## src/rtl/hbg_pkg.sv

```systemverilog
`timescale 1ns/1ps
package hbg_pkg;
    localparam int LEGS = 2;

    typedef enum logic [2:0] {
        ST_IDLE       = 3'd0,
        ST_BLANK      = 3'd1,
        ST_DRIVE      = 3'd2,
        ST_DECAY_GAP  = 3'd3,
        ST_RECIRC     = 3'd4,
        ST_RESUME_GAP = 3'd5
    } hbg_state_e;
endpackage

```

## src/rtl/hbg_gap_timer.sv

```systemverilog
`timescale 1ns/1ps
module hbg_gap_timer #(
    parameter int DEAD_CYC = 200
) (
    input  logic clk,
    input  logic rst_n,
    input  logic load,
    output logic done
);
    localparam int CW = (DEAD_CYC < 2) ? 1 : $clog2(DEAD_CYC);
    localparam logic [CW-1:0] RELOAD = CW'(DEAD_CYC - 1);

    logic [CW-1:0] cnt_q;

    always_ff @(posedge clk or negedge rst_n) begin
        if (!rst_n) begin
            cnt_q <= '0;
        end else if (load) begin
            cnt_q <= RELOAD;
        end else if (cnt_q != '0) begin
            cnt_q <= cnt_q - 1'b1;
        end
    end

    assign done = (cnt_q == '0);

    // a load always restarts the full window
    a_r4_reload_full: assert property (@(posedge clk) disable iff (!rst_n)
        load |=> (cnt_q == RELOAD));
endmodule

```

## src/rtl/hbg_gate_map.sv

```systemverilog
`timescale 1ns/1ps
module hbg_gate_map
    import hbg_pkg::*;
#(
    parameter int DEAD_CYC = 200
) (
    input  logic            clk,
    input  logic            rst_n,
    input  hbg_state_e      st,
    input  logic            phase_q,
    input  logic            slow_q,
    input  logic            en_ok,
    output logic [LEGS-1:0] hs,
    output logic [LEGS-1:0] ls
);
    localparam int OCW = $clog2(DEAD_CYC + 1);
    localparam logic [OCW-1:0] SAT = OCW'(DEAD_CYC);

    for (genvar i = 0; i < LEGS; i++) begin : g_leg
        logic is_src;
        logic hi_raw;
        logic lo_raw;

        assign is_src = (i == 0) ? phase_q : !phase_q;

        always_comb begin
            hi_raw = 1'b0;
            lo_raw = 1'b0;
            unique case (st)
                ST_DRIVE: begin
                    hi_raw = is_src;
                    lo_raw = !is_src;
                end
                ST_DECAY_GAP, ST_RESUME_GAP: begin
                    hi_raw = slow_q & is_src;
                end
                ST_RECIRC: begin
                    hi_raw = slow_q;
                    lo_raw = !slow_q & is_src;
                end
                default: begin
                    hi_raw = 1'b0;
                    lo_raw = 1'b0;
                end
            endcase
        end

        assign hs[i] = hi_raw & en_ok;
        assign ls[i] = lo_raw & en_ok;

        // Off-time counters of this leg, saturating at the deadtime
        logic [OCW-1:0] hi_off_q;
        logic [OCW-1:0] lo_off_q;

        always_ff @(posedge clk or negedge rst_n) begin
            if (!rst_n) begin
                hi_off_q <= '0;
                lo_off_q <= '0;
            end else begin
                hi_off_q <= hs[i] ? '0 : ((hi_off_q == SAT) ? hi_off_q : hi_off_q + 1'b1);
                lo_off_q <= ls[i] ? '0 : ((lo_off_q == SAT) ? lo_off_q : lo_off_q + 1'b1);
            end
        end

        // legs never shoot through
        a_r3_leg_exclusive: assert property (@(posedge clk) disable iff (!rst_n)
            !(hs[i] && ls[i]));

        // a high gate rises only after its low partner sat off for the deadtime
        a_r4_hi_after_gap: assert property (@(posedge clk) disable iff (!rst_n)
            $rose(hs[i]) |-> (lo_off_q == SAT));

        // a low gate rises only after its high partner sat off for the deadtime
        a_r4_lo_after_gap: assert property (@(posedge clk) disable iff (!rst_n)
            $rose(ls[i]) |-> (hi_off_q == SAT));
    end
endmodule

```

## src/rtl/hbg_sequencer.sv

```systemverilog
`timescale 1ns/1ps
module hbg_sequencer
    import hbg_pkg::*;
#(
    parameter int DEAD_CYC = 200
) (
    input  logic       clk,
    input  logic       rst_n,
    input  logic       sys_en,
    input  logic       bridge_en,
    input  logic       phase,
    input  logic       pwm_on,
    input  logic       slow_decay,
    output logic [1:0] hs_gate,
    output logic [1:0] ls_gate
);
    hbg_state_e st_q;
    hbg_state_e st_d;
    logic       phase_q;
    logic       slow_q;
    logic       gap_load;
    logic       gap_done;
    logic       en_ok;
    logic       flip;

    assign en_ok = sys_en & bridge_en;
    assign flip  = (phase != phase_q);

    // Next-state and gap-timer load
    always_comb begin
        st_d     = st_q;
        gap_load = 1'b0;
        if (!en_ok) begin
            st_d = ST_IDLE;
        end else begin
            unique case (st_q)
                ST_IDLE: begin
                    st_d     = ST_BLANK;
                    gap_load = 1'b1;
                end
                ST_BLANK: begin
                    if (gap_done && pwm_on) st_d = ST_DRIVE;
                end
                ST_DRIVE: begin
                    if (flip) begin
                        st_d     = ST_BLANK;
                        gap_load = 1'b1;
                    end else if (!pwm_on) begin
                        st_d     = ST_DECAY_GAP;
                        gap_load = 1'b1;
                    end
                end
                ST_DECAY_GAP: begin
                    if (flip) begin
                        st_d     = ST_BLANK;
                        gap_load = 1'b1;
                    end else if (gap_done) begin
                        st_d = pwm_on ? ST_DRIVE : ST_RECIRC;
                    end
                end
                ST_RECIRC: begin
                    if (flip) begin
                        st_d     = ST_BLANK;
                        gap_load = 1'b1;
                    end else if (pwm_on) begin
                        st_d     = ST_RESUME_GAP;
                        gap_load = 1'b1;
                    end
                end
                ST_RESUME_GAP: begin
                    if (flip) begin
                        st_d     = ST_BLANK;
                        gap_load = 1'b1;
                    end else if (gap_done) begin
                        st_d = pwm_on ? ST_DRIVE : ST_RECIRC;
                    end
                end
                default: begin
                    st_d = ST_IDLE;
                end
            endcase
        end
    end

    // State register with polarity and decay latches
    always_ff @(posedge clk or negedge rst_n) begin
        if (!rst_n) begin
            st_q    <= ST_IDLE;
            phase_q <= 1'b0;
            slow_q  <= 1'b0;
        end else begin
            st_q <= st_d;
            if (st_q == ST_IDLE || st_q == ST_BLANK) begin
                phase_q <= phase;
            end
            if (st_q == ST_DRIVE && st_d == ST_DECAY_GAP) begin
                slow_q <= slow_decay;
            end
        end
    end

    hbg_gap_timer #(.DEAD_CYC(DEAD_CYC)) u_gap (
        .clk   (clk),
        .rst_n (rst_n),
        .load  (gap_load),
        .done  (gap_done)
    );

    // Output decode
    hbg_gate_map #(.DEAD_CYC(DEAD_CYC)) u_map (
        .clk     (clk),
        .rst_n   (rst_n),
        .st      (st_q),
        .phase_q (phase_q),
        .slow_q  (slow_q),
        .en_ok   (en_ok),
        .hs      (hs_gate),
        .ls      (ls_gate)
    );

    // a dropped enable parks the machine in idle
    a_r10_enable_park: assert property (@(posedge clk) disable iff (!rst_n)
        !en_ok |=> (st_q == ST_IDLE));

    // the on state is only entered from an expired gap
    a_r2_drive_after_gap: assert property (@(posedge clk) disable iff (!rst_n)
        (st_q == ST_DRIVE && $past(st_q) != ST_DRIVE) |-> $past(gap_done));

    // decay choice held throughout recirculation
    a_r8_decay_held: assert property (@(posedge clk) disable iff (!rst_n)
        (st_q == ST_RECIRC && $past(st_q) == ST_RECIRC) |-> $stable(slow_q));
endmodule

```

## config.mk

```make
export PLATFORM = sky130hd
export DESIGN_NAME = hbg_sequencer
export DESIGN_NICKNAME = d
export VERILOG_FILES = /design/src/rtl/hbg_pkg.sv /design/src/rtl/hbg_gap_timer.sv /design/src/rtl/hbg_gate_map.sv /design/src/rtl/hbg_sequencer.sv
export SDC_FILE = /design/constraint.sdc
export NUM_CORES = 1
export LEC_CHECK = 0
export CAP_MARGIN = 20
export CORE_MARGIN = 2
export CORE_UTILIZATION = 55
export CTS_BUF_LIST = sky130_fd_sc_hd__clkbuf_4
export DETAILED_ROUTE_END_ITERATION = 7
export PLACE_DENSITY = 0.85
export SLEW_MARGIN = 30
export SYNTH_ARGS = -nofsm -noshare
export SYNTH_HDL_FRONTEND = slang
export SYNTH_SLANG_ARGS = --single-unit
```

## constraint.sdc

```tcl
create_clock -name clk -period 3.3 [get_ports clk]
set_clock_uncertainty 0.15 [all_clocks]
set_input_delay 0.66 -clock clk [delete_from_list [all_inputs] [get_ports clk]]
set_output_delay 0.66 -clock clk [all_outputs]
set_load 0.03 [all_outputs]
```

==> impl_metrics.csv, run 1 <==
group,metric,value,unit
clock_network,postCtsHoldBufs,0,
power_and_ir_drop,p_clk_share,19.9,%
die,io_pins,11,
place,io_buffers,10,
place,place_congestion,0.852,
finish,syn2layout_area_growth,11.1,%
global_routing,overflow,0,
hold_path,whs_path_depth,2,
logic_synthesis,synth_cell_types,39,
power_and_ir_drop,switching_power,0.194,mW
power_and_ir_drop,p_seq_share,50.9,%
clock_network,cts.sinks,13,
clock_network,path_clk_slew,70,ps
finish,nets,122,
drt,drt_wl_total,1930,µm
global_routing,grt_antenna_before_repair,0,
die,dieArea,0.00208,mm²
outcome,status,"completed",
clock_network,cts_tree,"built",
place,dp_hpwl,1440,µm
drt,dr.pass1.iters,4,
timing,maxSlewViolCount,0,
logic_synthesis,ys_warn_count,0,
die,start_util,57.2,%
finish,fill_cells,140,
power_and_ir_drop,p_total,0.521,mW
logic_synthesis,synth_edf_count,0,
timing,fmax,0.323,GHz
die,rows,15,
finish,layout-drive-gt1-share,10.7,%
logic_synthesis,syn_nets,111,
setup_path,required,2490,ps
global_routing,grt_pass1_wl,3250,µm
logic_synthesis,netlist_top_cells_area,"dfrtp_1 (34%), xor2_1 (5.5%), nand2_1 (5.1%)",
logic_synthesis,synth_seq_area_share,34.1,%
logic_synthesis,syn_area,955,µm²
logic_synthesis,ys_seq_elements,13,
hold_path,whs_endpoint,"u_gap.cnt_q[1]",
logic_synthesis,synth-async-reset-ratio,100,%
clock_network,clkLatencyLatePin,270,ps
setup_path,ff2ff_path_depth,7,
power_and_ir_drop,p_int,0.327,mW
logic_synthesis,synth_flop_cell,"dfrtp_1",
clock_network,htreeDepth,1,
power_and_ir_drop,leakage,0.417,nW
hold_path,hp-start,"u_gap.cnt_q[1]",
global_routing,grt_max_degree,14,
power_and_ir_drop,netSwitchingFraction,37.2,%
finish,stdcell_count,129,
hold_path,min_path_type,"reg -> reg",
setup_path,cp_data_arrival_time,2280,ps
timing,rsz0062_at_grt,"no",
setup_path,reg2reg_setup_slack,1150,ps
timing,hold_viol,0,
setup_path,cp_max_fo,8,
timing,final.min_clock_period,3090,ps
power_and_ir_drop,p_comb_share,29.2,%
setup_path,path_class,"in -> out",
drt,via_per_inst,5.89,
clock_network,cts_resized,0,
timing,fin_crit_sh,93.7,%
timing,setup_viol,0,
place,place_inst,125,
die,die_y,45.7,µm
logic_synthesis,yosysTopAreaCellShare,34.1,%
setup_path,reg2reg_to,"slow_q",
logic_synthesis,synth_common_cells,"dfrtp_1 (13), nand2_1 (13), nor2_1 (11)",
setup_path,startpoint_type,"input pin",
clock_network,cts_made_buffers,3,
logic_synthesis,syn_area_per_cell,9.36,µm²
setup_path,critPathCaptureType,"primary output",
die,coreArea,0.00167,mm²
global_routing,grt_use_total,22.6,%
timing,slew_headroom,60.1,%
timing,finalWorstSetupSlack,208,ps
power_and_ir_drop,vdd_ir_drop_max,0.000380,V
drt,ant_nets,0,
place,place_ws,197,ps
logic_synthesis,yosysTopAreaCell,"dfrtp_1",
clock_network,cts_root_buf,"clkbuf_4",
power_and_ir_drop,powerDensity,491,mW/mm²
drt,wl_per_cell,15.0,µm
drt,drt_iter0_drc,22,
finish,diodes,0,
clock_network,postCtsSetupBuffers,0,
setup_path,reg2reg_from,"u_gap.cnt_q[0]",
timing,setup_tns,0,ps
die,die_w,45.7,µm
drt,drc,0,
drt,num_vias,760,
timing,tightest_slew,597,ps
clock_network,clockBufferDepth,2,
logic_synthesis,synthCells,102,
global_routing,grt_pass1_vias,712,
flow_run,maxCapViolCount,0,
stage by stage:
step           utilization (%)  area [µm²]  hold slack (ps)
6_report                  63.5        1060              399
5_1_grt                   63.5        1060              440
3_3_place_gp              61.7        1030              378
2_1_floorplan                -         955              214
3_5_place_dp              61.7        1030              383
4_1_cts                   63.5        1060              403
flip-flops by register name (all words and copies together), names as in the netlist:
register and cells:
u_gap.cnt_q 8, st_q 3, phase_q 1, slow_q 1
cell usage in the layout (no fill, tap or decap), types with 2 or more instances in the layout:
cell type | Yosys | routed
a22oi_1 | 2 | 2
inv_1 | 4 | 4
a211oi_2 | 2 | 2
clkbuf_4 | 1 | 4
nor2_1 | 11 | 11
o32a_1 | 2 | 2
ha_1 | 2 | 2
nand2_1 | 13 | 13
o21ai_0 | 3 | 3
dfrtp_1 | 13 | 13
nand3_1 | 6 | 6
nor3_1 | 6 | 6
a21oi_1 | 3 | 3
nor2b_1 | 2 | 2
xnor2_1 | 3 | 3
clkdlybuf4s50_1 | 0 | 10
xor2_1 | 6 | 6
power groups by stage:
stage                     Combinational [mW]  Sequential (mW)  Clock [mW]
after global routing                   0.174            0.270       0.116
after detailed placement               0.151            0.265           0
after CTS                              0.153            0.263       0.108
final                                  0.152            0.265       0.104
after global placement                 0.139            0.260           0
after floorplan                        0.118            0.250           0
final cells by class:
type | instances | area, µm² | area share, %
Timing Repair Buffer | 10 | 100 | 9.43
Inverter | 5 | 18.8 | 1.77
Multi-Input combinational cell | 80 | 566 | 53.3
Sequential cell | 13 | 325 | 30.7
Clock buffer | 4 | 30.0 | 2.83
Tap cell | 17 | 21.3 | 2.00
worst max-delay path by stage:
stage,start,to,slack (ps),cells after the start
finish,sys_en,ls_gate[1],210,4
CTS,sys_en,ls_gate[1],200,4
global route,bridge_en,ls_gate[0],120,4
global placement,sys_en,ls_gate[0],270,4
floorplan,st_q[1],ls_gate[0],810,4
detailed placement,sys_en,ls_gate[1],200,4
critical path, stage by stage:
cell and delay, ps:
clkdlybuf4s50_1 520, nand2_1 180, nor3_1 220, clkdlybuf4s50_1 700
logic make-up after synthesis:
group                    Yosys count  synth area share [%]
AO/OA/AOI/OAI                     18                  14.4
XOR/XNOR                          10                  11.1
adder cells (fa/ha/maj)            2                  2.62
buffers and inverters              9                  6.68
flip-flops                        13                  34.1
multiplexers                       3                  3.80
AND/OR/NAND/NOR                   47                  27.3
routing by layer:
layer | track usage (%) | share of wire [%] | vias to the layer above
li1 | - | - | 382
met1 | 29.3 | 45 | 364
met2 | 35.5 | 50 | 8
met3 | 7.54 | 2.4 | 6
met4 | 7.06 | 1.9 | 0
met5 | 0 | 0 | -
No activity file was read; power rests on OpenSTA's default activity.
==> inputs of run 2 (changes only) <==
PLACE_DENSITY = 0.86   (was 0.85)
SYNTH_HIERARCHICAL = 1   (was unset)
==> impl_metrics.csv, run 2 <==
group,metric,value,unit
outcome,status,"completed",
power_and_ir_drop,leakage,0.423,nW
setup_path,ff2ff_path_depth,7,
setup_path,reg2reg_to,"st_q[1]",
clock_network,cts_made_buffers,3,
logic_synthesis,synth_common_cells,"dfrtp_1 (13), nor2_1 (12), a21oi_1 (8), inv_1 (8)",
setup_path,cp_slowest_cell,"clkdlybuf4s50_1",
clock_network,clkLatencyLatePin,280,ps
finish,syn2layout_area_growth,15.8,%
logic_synthesis,synth_cell_types,37,
logic_synthesis,synth_flop_cell,"dfrtp_1",
drt,via_per_inst,6.17,
hold_path,min_path_type,"reg -> reg",
clock_network,cts_tree,"built",
global_routing,met2_usage,32.8,%
setup_path,reg2reg_setup_slack,900,ps
logic_synthesis,syn_nets,106,
finish,diodes,0,
global_routing,overflow,0,
clock_network,clockBufferDepth,2,
setup_path,startpoint,"bridge_en",
setup_path,path_cells,"clkdlybuf4s50_1 > nand2_1 > inv_1 > a21boi_1 > clkdlybuf4s50_1",
finish,stdcell_count,126,
logic_synthesis,synth_edf_count,0,
die,dieArea,0.00199,mm²
logic_synthesis,yosysTopAreaCellShare,35.8,%
logic_synthesis,synth_simple_gate_area_share,27.3,%
global_routing,busiest_layer,"met2",
setup_path,startpoint_type,"input pin",
finish,largest_register,"u_gap/cnt_q",
flow_run,maxCapViolCount,0,
setup_path,cp_max_fo,6,
die,rows,14,
place,place_congestion,0.833,
logic_synthesis,synthCells,98,
setup_path,slowest_delay,680,ps
power_and_ir_drop,p_total,0.487,mW
power_and_ir_drop,powerDensity,463,mW/mm²
place,dp_hpwl,1310,µm
global_routing,grt_antenna_before_repair,0,
logic_synthesis,ys_warn_count,6,
die,io_pins,11,
clock_network,cts.sinks,13,
finish,nets,119,
timing,rsz0062_at_grt,"no",
timing,hold_viol,0,
drt,drt_wl_total,1780,µm
setup_path,reg2reg_from,"u_gap/cnt_q[0]",
logic_synthesis,ys_seq_elements,13,
place,io_buffers,10,
finish,largest_register_ffs,8,
place,place_inst,122,
finish,final_common_cell,"dfrtp_1",
die,die_y,44.6,µm
logic_synthesis,yosysMostFrequentCell,"dfrtp_1",
global_routing,grt_use_total,20.0,%
logic_synthesis,syn_area,908,µm²
logic_synthesis,synthAdderAreaFrac,1.38,%
timing,slew_headroom,59.4,%
timing,maxSlewViolCount,0,
clock_network,path_clk_slew,90,ps
die,coreArea,0.00152,mm²
logic_synthesis,synth_compound_area_share,22.0,%
logic_synthesis,syn_area_per_cell,9.27,µm²
setup_path,cp_data_arrival_time,2260,ps
clock_network,htreeDepth,1,
drt,dr.pass1.iters,4,
logic_synthesis,synth_seq_area_share,35.8,%
global_routing,met1_usage,26.1,%
setup_path,critPathCaptureType,"primary output",
clock_network,postCtsHoldBufs,0,
global_routing,grt_pass1_vias,669,
finish,final_cell_mix,"dfrtp_1 (13), nor2_1 (12), clkdlybuf4s50_1 (10)",
setup_path,required,2490,ps
logic_synthesis,synth_top_family_by_area,"simple AND/OR/NAND/NOR gates",
timing,setup_viol,0,
drt,ant_nets,0,
finish,layout-drive-gt1-share,13.6,%
logic_synthesis,netlist_top_cells_area,"dfrtp_1 (36%), nor2_1 (5.0%), a21oi_1 (4.4%)",
timing,tightest_slew,607,ps
clock_network,postCtsSetupBuffers,0,
logic_synthesis,synth.area.mux_share,7.02,%
global_routing,grt_pass1_wl,2920,µm
logic_synthesis,synth-async-reset-ratio,100,%
setup_path,crit_end,"hs_gate[1]",
drt,drt_iter0_drc,23,
setup_path,path_class,"in -> out",
drt,wl_per_cell,14.1,µm
timing,setup_tns,0,ps
logic_synthesis,yosysTopAreaCell,"dfrtp_1",
drt,num_vias,777,
power_and_ir_drop,vdd_ir_drop_max,0.000401,V
global_routing,use_met3,4.08,%
timing,fin_crit_sh,93.1,%
global_routing,grt_max_degree,17,
clock_network,cts_root_buf,"clkbuf_4",
clock_network,cts_resized,0,
finish,reg_top3,"u_gap/cnt_q (8), st_q (3)",
timing,final.min_clock_period,3070,ps
die,die_w,44.6,µm
setup_path,crit_top_cell,"clkdlybuf4s50_1",
drt,drc,0,
die,start_util,59.6,%
timing,fmax,0.325,GHz
logic_synthesis,synth_xor_area_share,1.93,%
==> run 2: final cells by class <==
cell class	instances	area, µm²
Tap cell	16	20.0
Multi-Input combinational cell	74	542
Clock buffer	3	22.5
Sequential cell	13	325
Clock inverter	1	5.00
Inverter	8	30.0
Fill cell	128	472
Timing Repair Buffer	11	108
==> run 2: worst max-delay path: cells and delay by family <==
family | cells | cell delay [ps]
buffers and inverters | 3 | 1280
AOI/OAI and AO/OA | 1 | 170
and+or+nand+nor | 1 | 140
==> run 2: cells by family after synthesis <==
kind of cell | Yosys count
buf+inv | 11
compound gates | 28
mux | 6
xor+xnor | 2
fa+ha+maj | 1
simple gates | 37
flops | 13
==> run 2: per-layer routing <==
metal  up-vias  wire (µm)
met2        19        889
li1        386          -
met1       372        809
met5         -          0
met3         0         80
met4         0          0
==> run 2: power by group <==
| group | internal (mW) | total [mW] | switching, mW |
|---|---|---|---|
| clock network | 0.0449 | 0.0994 | 0.0544 |
| logic | 0.0668 | 0.135 | 0.0686 |
| registers | 0.201 | 0.252 | 0.0519 |
==> run 2: how the worst min path moves through the flow <==
| stage | start | to | slack (ps) | depth (start not counted) |
|---|---|---|---|---|
| after global placement | u_gap/cnt_q[2] | u_gap/cnt_q[2] | 370 | 1 |
| after CTS | u_gap/cnt_q[2] | u_gap/cnt_q[2] | 410 | 1 |
| after global routing | u_gap/cnt_q[2] | u_gap/cnt_q[2] | 460 | 1 |
| after detailed placement | u_gap/cnt_q[2] | u_gap/cnt_q[2] | 390 | 1 |
| after floorplan | rst_n | phase_q | 210 | 0 |
| final | u_gap/cnt_q[2] | u_gap/cnt_q[2] | 410 | 1 |
==> run 2: through the flow <==
step	setup slack (ps)	util, %	instance area (µm²)	hold WS [ps]
after floorplan	1010	-	908	214
after global placement	263	67.2	1020	374
after detailed placement	215	67.2	1020	394
after CTS	217	69.0	1050	412
after global routing	93.5	69.0	1050	456
final	227	69.0	1050	409
==> inputs of run 3 (changes only) <==
SLEW_MARGIN = 40   (was 30)
==> results of run 3 <==
No change in the layout: final DEF, timing and power equal those of run 2.
